===== src/rtl/hc_pkg.sv =====
package hc_pkg;
    localparam int TID_W = 12;
    localparam int LAT_W = 8;

    typedef enum logic [1:0] {
        T_IDLE   = 2'd0,
        T_COUNT  = 2'd1,
        T_DECIDE = 2'd2,
        T_HOLD   = 2'd3
    } tmr_state_t;
endpackage


===== src/rtl/hc_fifo.sv =====
module hc_fifo #(
    parameter int W     = 8,
    parameter int DEPTH = 4
) (
    input  logic         clk,
    input  logic         rst_n,
    input  logic         push,
    input  logic [W-1:0] din,
    input  logic         pop,
    output logic [W-1:0] dout,
    output logic         empty,
    output logic         full
);
    localparam int AW = (DEPTH > 1) ? $clog2(DEPTH) : 1;

    logic [W-1:0]  mem [DEPTH];
    logic [AW-1:0] wr_q, rd_q;
    logic [AW:0]   cnt_q;

    assign empty = (cnt_q == '0);
    assign full  = (cnt_q == (AW+1)'(DEPTH));
    assign dout  = mem[rd_q];

    always_ff @(posedge clk) begin
        if (push) mem[wr_q] <= din;
    end

    always_ff @(posedge clk or negedge rst_n) begin
        if (!rst_n) begin
            wr_q  <= '0;
            rd_q  <= '0;
            cnt_q <= '0;
        end else begin
            if (push) wr_q <= (wr_q == AW'(DEPTH-1)) ? '0 : wr_q + AW'(1);
            if (pop)  rd_q <= (rd_q == AW'(DEPTH-1)) ? '0 : rd_q + AW'(1);
            cnt_q <= cnt_q + (AW+1)'(push) - (AW+1)'(pop);
        end
    end

    // the column logic must never write a full FIFO
    a_r9_no_overrun: assert property (@(posedge clk) disable iff (!rst_n)
        push |-> !full);
    // the output side must never read an empty FIFO
    a_r10_no_underrun: assert property (@(posedge clk) disable iff (!rst_n)
        pop |-> !empty);
endmodule


===== src/rtl/hc_timer.sv =====
module hc_timer
    import hc_pkg::*;
#(
    parameter int LW = 8,
    parameter int TW = 12
) (
    input  logic          clk,
    input  logic          rst_n,
    input  logic          start,
    input  logic [LW-1:0] lat_in,
    input  logic          trig,
    input  logic [TW-1:0] tid_in,
    input  logic          grant,
    input  logic          drop,
    output logic          busy,
    output logic          req,
    output logic [TW-1:0] tid_out
);
    tmr_state_t    state_q, state_d;
    logic [LW-1:0] cnt_q;
    logic [TW-1:0] tid_q;

    // state register
    always_ff @(posedge clk or negedge rst_n) begin
        if (!rst_n) state_q <= T_IDLE;
        else        state_q <= state_d;
    end

    // transitions
    always_comb begin
        state_d = state_q;
        unique case (state_q)
            T_IDLE:   if (start) state_d = (lat_in == '0) ? T_DECIDE : T_COUNT;
            T_COUNT:  if (cnt_q == LW'(1)) state_d = T_DECIDE;
            T_DECIDE: state_d = trig ? T_HOLD : T_IDLE;
            T_HOLD:   if (grant || drop) state_d = T_IDLE;
            default:  state_d = T_IDLE;
        endcase
    end

    // latency counter and captured trigger number
    always_ff @(posedge clk or negedge rst_n) begin
        if (!rst_n) begin
            cnt_q <= '0;
            tid_q <= '0;
        end else begin
            if (state_q == T_IDLE && start) cnt_q <= lat_in;
            else if (state_q == T_COUNT)    cnt_q <= cnt_q - LW'(1);
            if (state_q == T_DECIDE && trig) tid_q <= tid_in;
        end
    end

    // outputs
    always_comb begin
        busy    = (state_q != T_IDLE);
        req     = (state_q == T_HOLD);
        tid_out = tid_q;
    end

    // a zero latency tests the strobe in the very next cycle
    a_r2_zero_latency: assert property (@(posedge clk) disable iff (!rst_n)
        (state_q == T_IDLE && start && lat_in == '0) |=> state_q == T_DECIDE);
    // the last count step leads into the decision cycle
    a_r2_count_end: assert property (@(posedge clk) disable iff (!rst_n)
        (state_q == T_COUNT && cnt_q == LW'(1)) |=> state_q == T_DECIDE);
    // a running count moves by one per cycle, whatever lat_in does
    a_r3_count_down: assert property (@(posedge clk) disable iff (!rst_n)
        (state_q == T_COUNT && $past(state_q) == T_COUNT) |-> cnt_q == $past(cnt_q) - LW'(1));
    // a dropped record frees the timer at once
    a_r9_drop_release: assert property (@(posedge clk) disable iff (!rst_n)
        (state_q == T_HOLD && drop) |=> state_q == T_IDLE);
endmodule


===== src/rtl/hc_column.sv =====
module hc_column #(
    parameter int NROWS  = 4,
    parameter int DEPTH  = 4,
    parameter int OVF_W  = 4,
    parameter int LOST_W = 8,
    parameter int TW     = 12,
    parameter int LW     = 8,
    localparam int ROW_W = (NROWS > 1) ? $clog2(NROWS) : 1,
    localparam int REC_W = TW + ROW_W
) (
    input  logic                   clk,
    input  logic                   rst_n,
    input  logic [NROWS-1:0]       hit,
    input  logic                   trig,
    input  logic [TW-1:0]          tid,
    input  logic [LW-1:0]          lat,
    input  logic                   pop,
    output logic                   rec_valid,
    output logic [REC_W-1:0]       rec,
    output logic [NROWS*OVF_W-1:0] ovf,
    output logic [LOST_W-1:0]      lost
);
    localparam int NREQ  = 2 * NROWS;
    localparam int IDX_W = $clog2(NREQ);
    localparam int SUM_W = LOST_W + IDX_W + 1;

    logic [NREQ-1:0]  busy, req, start, grant;
    logic [TW-1:0]    ttid [NREQ];
    logic             fifo_full, fifo_empty, push, found;
    logic [IDX_W-1:0] sel;
    logic [IDX_W:0]   nhold;
    logic [REC_W-1:0] rec_din;
    logic [SUM_W-1:0] lost_sum;
    logic [LOST_W-1:0] lost_q;

    for (genvar r = 0; r < NROWS; r++) begin : g_row
        logic             ovf_ev;
        logic [OVF_W-1:0] ovf_q;

        assign start[2*r]   = hit[r] & ~busy[2*r];
        assign start[2*r+1] = hit[r] &  busy[2*r] & ~busy[2*r+1];
        assign ovf_ev       = hit[r] &  busy[2*r] &  busy[2*r+1];

        for (genvar t = 0; t < 2; t++) begin : g_tmr
            hc_timer #(.LW(LW), .TW(TW)) u_tmr (
                .clk     (clk),
                .rst_n   (rst_n),
                .start   (start[2*r+t]),
                .lat_in  (lat),
                .trig    (trig),
                .tid_in  (tid),
                .grant   (grant[2*r+t]),
                .drop    (fifo_full),
                .busy    (busy[2*r+t]),
                .req     (req[2*r+t]),
                .tid_out (ttid[2*r+t])
            );
        end

        always_ff @(posedge clk or negedge rst_n) begin
            if (!rst_n)                       ovf_q <= '0;
            else if (ovf_ev && ovf_q != '1)   ovf_q <= ovf_q + OVF_W'(1);
        end
        assign ovf[r*OVF_W +: OVF_W] = ovf_q;

        // a hit with both timers busy bumps the pixel's overflow count
        a_r5_ovf_step: assert property (@(posedge clk) disable iff (!rst_n)
            (ovf_ev && ovf_q != '1) |=> ovf_q == $past(ovf_q) + OVF_W'(1));
        // a second hit is taken by timer 1 while timer 0 is busy
        a_r4_second_timer: assert property (@(posedge clk) disable iff (!rst_n)
            (hit[r] && busy[2*r] && !busy[2*r+1]) |=> busy[2*r+1]);
    end

    // fixed-priority pick: lowest row first, timer 0 before timer 1
    always_comb begin
        sel   = '0;
        found = 1'b0;
        nhold = '0;
        for (int i = 0; i < NREQ; i++) begin
            nhold = nhold + (IDX_W+1)'(req[i]);
            if (req[i] && !found) begin
                sel   = IDX_W'(i);
                found = 1'b1;
            end
        end
    end

    assign push    = found & ~fifo_full;
    assign grant   = push ? (NREQ'(1) << sel) : '0;
    assign rec_din = {ttid[sel], ROW_W'(sel >> 1)};

    hc_fifo #(.W(REC_W), .DEPTH(DEPTH)) u_cfifo (
        .clk   (clk),
        .rst_n (rst_n),
        .push  (push),
        .din   (rec_din),
        .pop   (pop),
        .dout  (rec),
        .empty (fifo_empty),
        .full  (fifo_full)
    );
    assign rec_valid = ~fifo_empty;

    assign lost_sum = SUM_W'(lost_q) + SUM_W'(nhold);
    always_ff @(posedge clk or negedge rst_n) begin
        if (!rst_n) lost_q <= '0;
        else if (fifo_full && nhold != '0)
            lost_q <= (lost_sum > SUM_W'({LOST_W{1'b1}})) ? '1 : LOST_W'(lost_sum);
    end
    assign lost = lost_q;

    // at most one record enters the column FIFO per cycle
    a_r8_one_grant: assert property (@(posedge clk) disable iff (!rst_n)
        $onehot0(grant));
    // waiting records facing a full FIFO always show up as losses
    a_r9_lost_counted: assert property (@(posedge clk) disable iff (!rst_n)
        (fifo_full && |req) |=> lost_q != '0);
endmodule


===== src/rtl/hc_coinc_top.sv =====
module hc_coinc_top
    import hc_pkg::*;
#(
    parameter int NROWS    = 4,
    parameter int NCOLS    = 2,
    parameter int CF_DEPTH = 4,
    parameter int GF_DEPTH = 8,
    parameter int OVF_W    = 4,
    parameter int LOST_W   = 8,
    localparam int ROW_W   = (NROWS > 1) ? $clog2(NROWS) : 1,
    localparam int COL_W   = (NCOLS > 1) ? $clog2(NCOLS) : 1,
    localparam int WORD_W  = TID_W + COL_W + ROW_W
) (
    input  logic                         clk,
    input  logic                         rst_n,
    input  logic [NCOLS*NROWS-1:0]       hit_in,
    input  logic                         trig_in,
    input  logic [LAT_W-1:0]             lat_cfg,
    input  logic                         out_ready,
    output logic                         out_valid,
    output logic [WORD_W-1:0]            out_word,
    output logic [NCOLS*NROWS*OVF_W-1:0] ovf_cnt,
    output logic [NCOLS*LOST_W-1:0]      lost_cnt
);
    localparam int REC_W = TID_W + ROW_W;

    logic [TID_W-1:0]  tid_q;
    logic [NCOLS-1:0]  col_valid, col_pop;
    logic [REC_W-1:0]  col_rec [NCOLS];
    logic [COL_W-1:0]  gsel;
    logic              gfound, g_push, g_full, g_empty;
    logic [WORD_W-1:0] g_din;

    always_ff @(posedge clk or negedge rst_n) begin
        if (!rst_n)       tid_q <= '0;
        else if (trig_in) tid_q <= tid_q + TID_W'(1);
    end

    for (genvar c = 0; c < NCOLS; c++) begin : g_col
        hc_column #(
            .NROWS (NROWS), .DEPTH (CF_DEPTH), .OVF_W (OVF_W),
            .LOST_W(LOST_W), .TW (TID_W), .LW (LAT_W)
        ) u_col (
            .clk       (clk),
            .rst_n     (rst_n),
            .hit       (hit_in[c*NROWS +: NROWS]),
            .trig      (trig_in),
            .tid       (tid_q),
            .lat       (lat_cfg),
            .pop       (col_pop[c]),
            .rec_valid (col_valid[c]),
            .rec       (col_rec[c]),
            .ovf       (ovf_cnt[c*NROWS*OVF_W +: NROWS*OVF_W]),
            .lost      (lost_cnt[c*LOST_W +: LOST_W])
        );
    end

    // lowest non-empty column goes first into the global FIFO
    always_comb begin
        gsel   = '0;
        gfound = 1'b0;
        for (int c = 0; c < NCOLS; c++) begin
            if (col_valid[c] && !gfound) begin
                gsel   = COL_W'(c);
                gfound = 1'b1;
            end
        end
        g_push  = gfound & ~g_full;
        col_pop = '0;
        if (g_push) col_pop[gsel] = 1'b1;
        g_din = {col_rec[gsel][REC_W-1 -: TID_W], gsel, col_rec[gsel][ROW_W-1:0]};
    end

    hc_fifo #(.W(WORD_W), .DEPTH(GF_DEPTH)) u_gfifo (
        .clk   (clk),
        .rst_n (rst_n),
        .push  (g_push),
        .din   (g_din),
        .pop   (out_valid & out_ready),
        .dout  (out_word),
        .empty (g_empty),
        .full  (g_full)
    );
    assign out_valid = ~g_empty;

    // one column served per cycle
    a_r8_single_col: assert property (@(posedge clk) disable iff (!rst_n)
        $onehot0(col_pop));
    // a stalled output word stays put
    a_r10_hold_stable: assert property (@(posedge clk) disable iff (!rst_n)
        (out_valid && !out_ready) |=> (out_valid && $stable(out_word)));
    // the trigger number wraps from the top value to zero
    a_r6_tid_wrap: assert property (@(posedge clk) disable iff (!rst_n)
        (trig_in && tid_q == '1) |=> tid_q == '0);
endmodule


===== config.mk =====
export PLATFORM = sky130hd
export DESIGN_NAME = hc_coinc_top
export DESIGN_NICKNAME = d
export VERILOG_FILES = /design/src/rtl/hc_pkg.sv /design/src/rtl/hc_fifo.sv /design/src/rtl/hc_timer.sv /design/src/rtl/hc_column.sv /design/src/rtl/hc_coinc_top.sv
export SDC_FILE = /design/constraint.sdc
export NUM_CORES = 1
export LEC_CHECK = 0
export BUFFER_PORTS_ARGS = -buffer_cell sky130_fd_sc_hd__buf_2
export CAP_MARGIN = 0
export CORE_UTILIZATION = 50
export DETAILED_ROUTE_END_ITERATION = 8
export PLACE_DENSITY = 0.67
export SYNTH_ARGS = -nofsm -noshare
export SYNTH_HDL_FRONTEND = slang
export SYNTH_HIERARCHICAL = 1
export SYNTH_SLANG_ARGS = --single-unit

===== constraint.sdc =====
create_clock -name clk -period 7.45 [get_ports clk]
set_input_delay 1.49 -clock clk [delete_from_list [all_inputs] [get_ports clk]]
set_output_delay 1.49 -clock clk [all_outputs]
set_load 0.03 [all_outputs]

---- Word-level counts from Yosys, hierarchy flattened ----
Memory sizes are Yosys's and may differ from the RTL's.
Index checks and enable logic that the tools add are counted.
cells by class
  $add $sub $neg .......................... 53
  order comparisons ....................... 7
  equality and inequality tests ........... 129
  shift-type cells ........................ 2
  muxes and demuxes ....................... 159
  bitwise operators ....................... 60
  reductions and logical operators ........ 158
operator list
  cell                   number
  $mux W8                36
  $eq A8 B1 Y1 const B   16
  $pmux W2 S4            16
  $sub A8 B1 Y8 const B  16
  $mux W2                55
  $bmux W12 S3           2
  $eq A2 B2 Y1 const B   36
  $ne A2 B2 Y1 const B   32
  $reduce_bool A2 Y1     32
  $logic_and A1 B1 Y1    58
  $add A4 B1 Y4          13
  $mux W12               4
  $reduce_and A3 Y1      16
  $mux W14               3
  $mux W3                14
  $and A1 B1 Y1          36
  $add A4 B1 Y4 const B  8
  $eq A2 B1 Y1 const B   16
  $logic_not A2 Y1       16
  $ne A2 B1 Y1 const B   16
  $ne A4 B4 Y1 const B   8
  $mux W1                28
  $gt A12 B8 Y1 const B  2
  $not A1 Y1             21
  24 further kinds       68
storage, ports and cells
  register bits after elaboration ......... 436
  memory bits (writable) .................. 232
  input bits .............................. 20
  output and inout bits ................... 64
  logic and storage cells ................. 639
  memories ................................ 3
memories
  name                        words  width  read ports  clocked after memory_dff  write ports  line           source
  u_gfifo.mem                 8      15     1           0                         1            hc_fifo.sv:16  logic [W-1:0] mem [DEPTH];
  g_col[0].u_col.u_cfifo.mem  4      14     1           0                         1            hc_fifo.sv:16
  g_col[1].u_col.u_cfifo.mem  4      14     1           0                         1            hc_fifo.sv:16

---- Logic depth before layout (Yosys ltp) ----
  depth in word-level cells ............... 28
  depth in mapped cells ................... 18
  mapped depth without buffers ............ 16

---- By module ----
Netlist, hierarchy kept.
modules (own cells, without submodules)
  module                                                 instances  cells an instance  area an instance (µm²)  seq. area each (µm²)
  hc_timer (g_col[0].u_col.g_row[0].g_tmr[0].u_tmr ...)  12         96                 1087.3                  550.5
  hc_column                                              2          266                2677.6                  600.6
  hc_fifo (u_gfifo)                                      1          265                5151.2                  3853.7
  hc_fifo (g_col[0].u_col.u_cfifo ...)                   2          109                2463.6                  1856.8
  hc_timer (g_col[1].u_col.g_row[2].g_tmr[0].u_tmr ...)  4          97                 1096.1                  550.5
  hc_coinc_top                                           1          67                 757.0                   300.3

---- Least setup slack after synthesis ----
Ideal clock, no wire load.
  path type ............................... register -> register
  start point ............................. register g_col[0].u_col.g_row[1].g_tmr[1].u_tmr.state_q[1]
  end point ............................... register g_col[0].u_col.lost_q[6]
  setup time .............................. 0.141 ns
  arrival ................................. 4.618 ns
  required time ........................... 7.309 ns
  setup slack ............................. 2.691 ns
  stages on the path, launching flop included .. 18
  buffers on the path ..................... 2
  period minus slack after synthesis ...... 4.759 ns
  cell sequence ........................... dfrtp_1 clkbuf_1 nand2_1 inv_1 inv_1 clkbuf_1 fa_1 fa_1 fa_1 inv_1 ha_1 fa_1 inv_1 fa_1 o21ai_0 nand2_1 nor3b_1 a21oi_1
on the way
  cells in the longest elaborated chain, start to end .. 9
  elaborated cells on any way between the ends .. 11
  those cells by class .................... add/sub (6); order compare (1); eq/ne (1); mux (1); reduce/logical (2)
ends and longest elaborated chain
  item                          line              source
  start: declaration            hc_timer.sv:19    tmr_state_t state_q, state_d;
  start signal: assignment      hc_timer.sv:26    else state_q <= state_d;
  $eq A2 B2 Y1 *                hc_timer.sv:56    req = (state_q == T_HOLD);
  via g_col[0].u_col.req[3]     hc_column.sv:27   logic [NREQ-1:0] busy, req, start, grant;
  $add A4 B1 Y4 * (5 in a row)  hc_column.sv:80   nhold = nhold + (IDX_W+1)'(req[i]);
  $add A8 B4 Y9                 hc_column.sv:104  assign lost_sum = SUM_W'(lost_q) + SUM_W'(nhold);
  $gt A12 B8 Y1                 hc_column.sv:108  lost_q <= (lost_sum > SUM_W'({LOST_W{1'b1}})) ? '1 : LOST_W'(lost_sum);
  $mux W8                       hc_column.sv:108
  end signal: assignment        hc_column.sv:108
  end: declaration              hc_column.sv:34   logic [LOST_W-1:0] lost_q;
The timed path passes the listed nets; every way through them passes the cells marked *.
A chain may end at the register's enable or synchronous reset.

---- Worst setup path in the final report ----
  start point ............................. register g_col[1].u_col.g_row[1].g_tmr[1].u_tmr.state_q[0]
  end point ............................... register g_col[1].u_col.lost_q[2]
on the way
  cells in the longest elaborated chain, start to end .. 9
  elaborated cells on any way between the ends .. 11
  those cells by class .................... add/sub (6); order compare (1); eq/ne (1); mux (1); reduce/logical (2)
ends and longest elaborated chain
  item                          line
  start: declaration            hc_timer.sv:19
  start signal: assignment      hc_timer.sv:26
  $eq A2 B2 Y1 *                hc_timer.sv:56
  via g_col[1].u_col.req[3]     hc_column.sv:27
  $add A4 B1 Y4 * (5 in a row)  hc_column.sv:80
  $add A8 B4 Y9                 hc_column.sv:104
  $gt A12 B8 Y1                 hc_column.sv:108
  $mux W8                       hc_column.sv:108
  end signal: assignment        hc_column.sv:108
  end: declaration              hc_column.sv:34
Marks and branches as above.

==> results.yml <==
run_status:
  status: "finished with violations"
  violations: "design-rule violations"
global_routing:
  grt_pass1_wl_um: 122000
  antenna_found_initial: 1
  grt_overflow_total: 0
  first_global_vias: 22800
  track_usage_pct: 22.4
  grt_max_degree: 129
run:
  maxCapViolations: 0
critical_path:
  path_cells: "nand2_1, inv_1, inv_1, fa_1, fa_1, fa_1, inv_1, ha_1, fa_1, inv_1, fa_1, o21ai_0, nand4_1, nand2_1, o22a_1"
  slowest_stage: "fa_1"
  start_kind: "register"
  cp_slowest_stage_delay_ns: 0.60
  critPathMaxFanout: 15
  crit_path_frequent_cell: "fa_1"
  end_kind: "register"
  worst-path-buf-inv: 4
  critPathKind: "register to register"
  cp.arrival_ns: 5.86
  crit_required_ns: 8.00
  cp_top_family: "adder cells"
drt:
  drt_pass1_iterations: 7
  vias_per_cell: 6.12
  wl_per_cell_um: 20.8
  drcViolationCount: 2
  initialDrtViolationCount: 1517
  vias: 22200
  wl_um: 75600
  antenna_left: 0
power_and_ir_drop:
  finalPower_w: 0.0194
  ir_drop_mv: 0.265
  p_per_area_mw_per_mm2: 520
  p_leak_nw: 15.2
floorplanning:
  fp.dieW_um: 261
  coreArea_mm2: 0.0661
  dieHeight_um: 261
  die_area_mm2: 0.0683
  start_util_pct: 50.9
  floorplan.io_pins: 84
  std_cell_rows: 94
timing:
  rsz0062_at_grt: "false"
  final.setup.tns_ns: 0
  slew_violations: 0
  finalSetupViolCount: 0
  clock_skew_ns: 0.0208
  max_slew.worst_pin.slew_ns: 1.11
  finalCriticalPeriod_ns: 5.31
  relSlewSlack_pct: 25.9
  fin_crit_sh_pct: 71.3
  hold_viol: 0
  fmax_mhz: 188
place:
  hpwl_um: 48200
  gp_congestion: 0.841
  io_buffers: 83
finish:
  areaGrowthSynthToFinish_pct: 10.7
  diodes: 0
  drive_above_1_share_pct: 22.7
  final_net_count: 2822
synthesis:
  syn_inst: 2622
  synth_xor_area_share_pct: 1.17
  ys.flop_type: "dfrtp_1"
  yosysMostFrequentCell: "dfrtp_1"
  synth-edff-count: 232
  synth_area_mm2: 0.0336
  syn_area_per_cell_um2: 12.8
  ys_seq_area_share_pct: 53.2
  yosysUniqueCellTypes: 74
  syn_nets: 2740
  yosys_warnings: 6
  synth.largest_area_cell: "dfrtp_1"
  synthAdderAreaFrac_pct: 3.94
  yosys.area.top_type_share_pct: 32.5
  yosys.area_share.simple_pct: 12.8
  synth_seq_cells: 668
  synthArstFlopShare_pct: 65.3
  ys_top_cells_by_count: "dfrtp_1 (436), edfxtp_1 (232), mux2_2 (224)"
  synth_area_leaders: "dfrtp_1 (32%), edfxtp_1 (21%), mux2_2 (7.5%)"
  synth_top_family_by_area: "multiplexers"
  synth_compound_area_share_pct: 12.3
  synthMuxAreaShare_pct: 13.1
cts:
  cts_setup_buffers: 0
  clk_latency_ns: 0.62
  cts_resized: 0
  cts_tree: "yes"
  clk_pin_slew_worst_paths_ns: 0.06
  clock-sinks: 668
  cts_root_buf: "clkbuf_16"
  htree_levels: 3
  clock_path_buffers: 3
  cts_made_buffers: 72
  cts_hold_buf: 0
min_path:
  hold_path_class: "register to register"
## path summary, 6_finish.rpt
path / cells past startpoint / from / slack, ns / to
max: 15 / register / 2.14 / g_col[1].u_col/lost[2]$_DFFE_PN0P_
min: 1 / g_col[1].u_col/g_row[3].g_tmr[1].u_tmr/cnt_q[7]$_DFFE_PN0P_ / 0.49 / g_col[1].u_col/g_row[3].g_tmr[1].u_tmr/cnt_q[7]$_DFFE_PN0P_
max reg2reg: 15 / register / 2.14 / g_col[1].u_col/lost[2]$_DFFE_PN0P_
min reg2reg: 1 / g_col[1].u_col/g_row[3].g_tmr[1].u_tmr/cnt_q[7]$_DFFE_PN0P_ / 0.49 / g_col[1].u_col/g_row[3].g_tmr[1].u_tmr/cnt_q[7]$_DFFE_PN0P_
max in group asynchronous: 2 / rst_n / 4.84 / u_gfifo/rd_q[0]$_DFFE_PN0P_
min in group asynchronous: 1 / rst_n / 0.91 / g_col[1].u_col/g_row[3].g_tmr[1].u_tmr/cnt_q[1]$_DFFE_PN0P_
## kinds of logic (layout without fill, tap and decap cells)
logic type	after synthesis	after routing
compound gates	502	502
xor+xnor	45	45
fa+ha+maj	98	98
buf+inv	254	394
flops	668	668
mux	333	333
simple gates	722	722
## per-stage QoR
step / hold WS (ns) / instances / utilization (%) / area [µm²] / worst slack (ns)
global route: 0.507 / 3626 / 56.3 / 37200 / 1.81
floorplan: 0.457 / 2622 / - / 33600 / 2.69
global placement: 0.473 / 3494 / 52.6 / 34800 / 2.36
CTS: 0.491 / 3626 / 56.3 / 37200 / 2.14
detailed placement: 0.480 / 3494 / 52.6 / 34800 / 2.16
finish: 0.493 / 3626 / 56.3 / 37200 / 2.14
## final cells by class
type	count	area [µm²]
fill	5392	28900
sequential	668	17900
multi-input combinational	1700	14600
clock buffer	108	2130
tap	864	1080
inverter	163	612
timing repair buffer	99	571
clock inverter	24	328
## worst register-to-register path, stage by stage (launching register included)
cell and delay, ns:
dfrtp_1 0.58, nand2_1 0.13, inv_1 0.29, inv_1 0.34, fa_1 0.61, fa_1 0.43
fa_1 0.49, inv_1 0.04, ha_1 0.20, fa_1 0.57, inv_1 0.08, fa_1 0.42
o21ai_0 0.49, nand4_1 0.24, nand2_1 0.17, o22a_1 0.15
## power by group
group          switching [W]  internal [W]
sequential           0.00137       0.00594
clock                0.00148       0.00220
combinational        0.00475       0.00361
total                0.00760        0.0117
## sequential cells by signal, summed over array words and instances (netlist names)
signal,flops
g_col.u_col/u_cfifo/cnt_q,6
g_col.u_col/u_cfifo/wr_q,4
g_col.u_col/g_row.g_tmr.u_tmr/state_q,32
g_col.u_col/g_row.ovf_q,32
g_col.u_col/g_row.g_tmr.u_tmr/tid_out,192
g_col.u_col/g_row.g_tmr.u_tmr/cnt_q,128
g_col.u_col/lost,16
u_gfifo/cnt_q,4
tid_q,12
u_gfifo/rd_q,3
u_gfifo/wr_q,3
g_col.u_col/u_cfifo/rd_q,4
u_gfifo/mem,120
g_col.u_col/u_cfifo/mem,112
## cell usage in the layout, fill, tap and decap left out, types with 17 or more instances in the layout
master / count
nand4_1: 17
clkbuf_1: 19
clkbuf_16: 74
nand3_1: 63
o21ba_1: 24
mux2_2: 224
nor4_1: 50
o21bai_1: 32
a2bb2oi_2: 18
o21ai_0: 24
dfrtp_1: 435
a221o_1: 20
mux4_2: 45
a31oi_1: 40
nand3b_1: 18
nor3_1: 22
nor2_1: 83
or3b_2: 34
ha_1: 85
a221oi_2: 32
o211ai_1: 32
nand2_1: 156
xor2_1: 19
edfxtp_1: 232
or4_1: 40
buf_2: 82
o31a_1: 32
a21oi_1: 103
nor3b_1: 24
o311ai_0: 40
mux2i_1: 50
nand2b_1: 30
nor2b_1: 50
xnor2_1: 26
or3_1: 32
inv_1: 163
## per-layer routing
metal  GRT usage [%]  vias up  share of wire (%)
met5               0        -                  0
met2            38.7      503                 49
met1            29.1    11300                 44
met3            3.41      146                4.2
met4            7.07        0                2.7
li1                -    10200                  -
(Power assumes the default switching activity.)
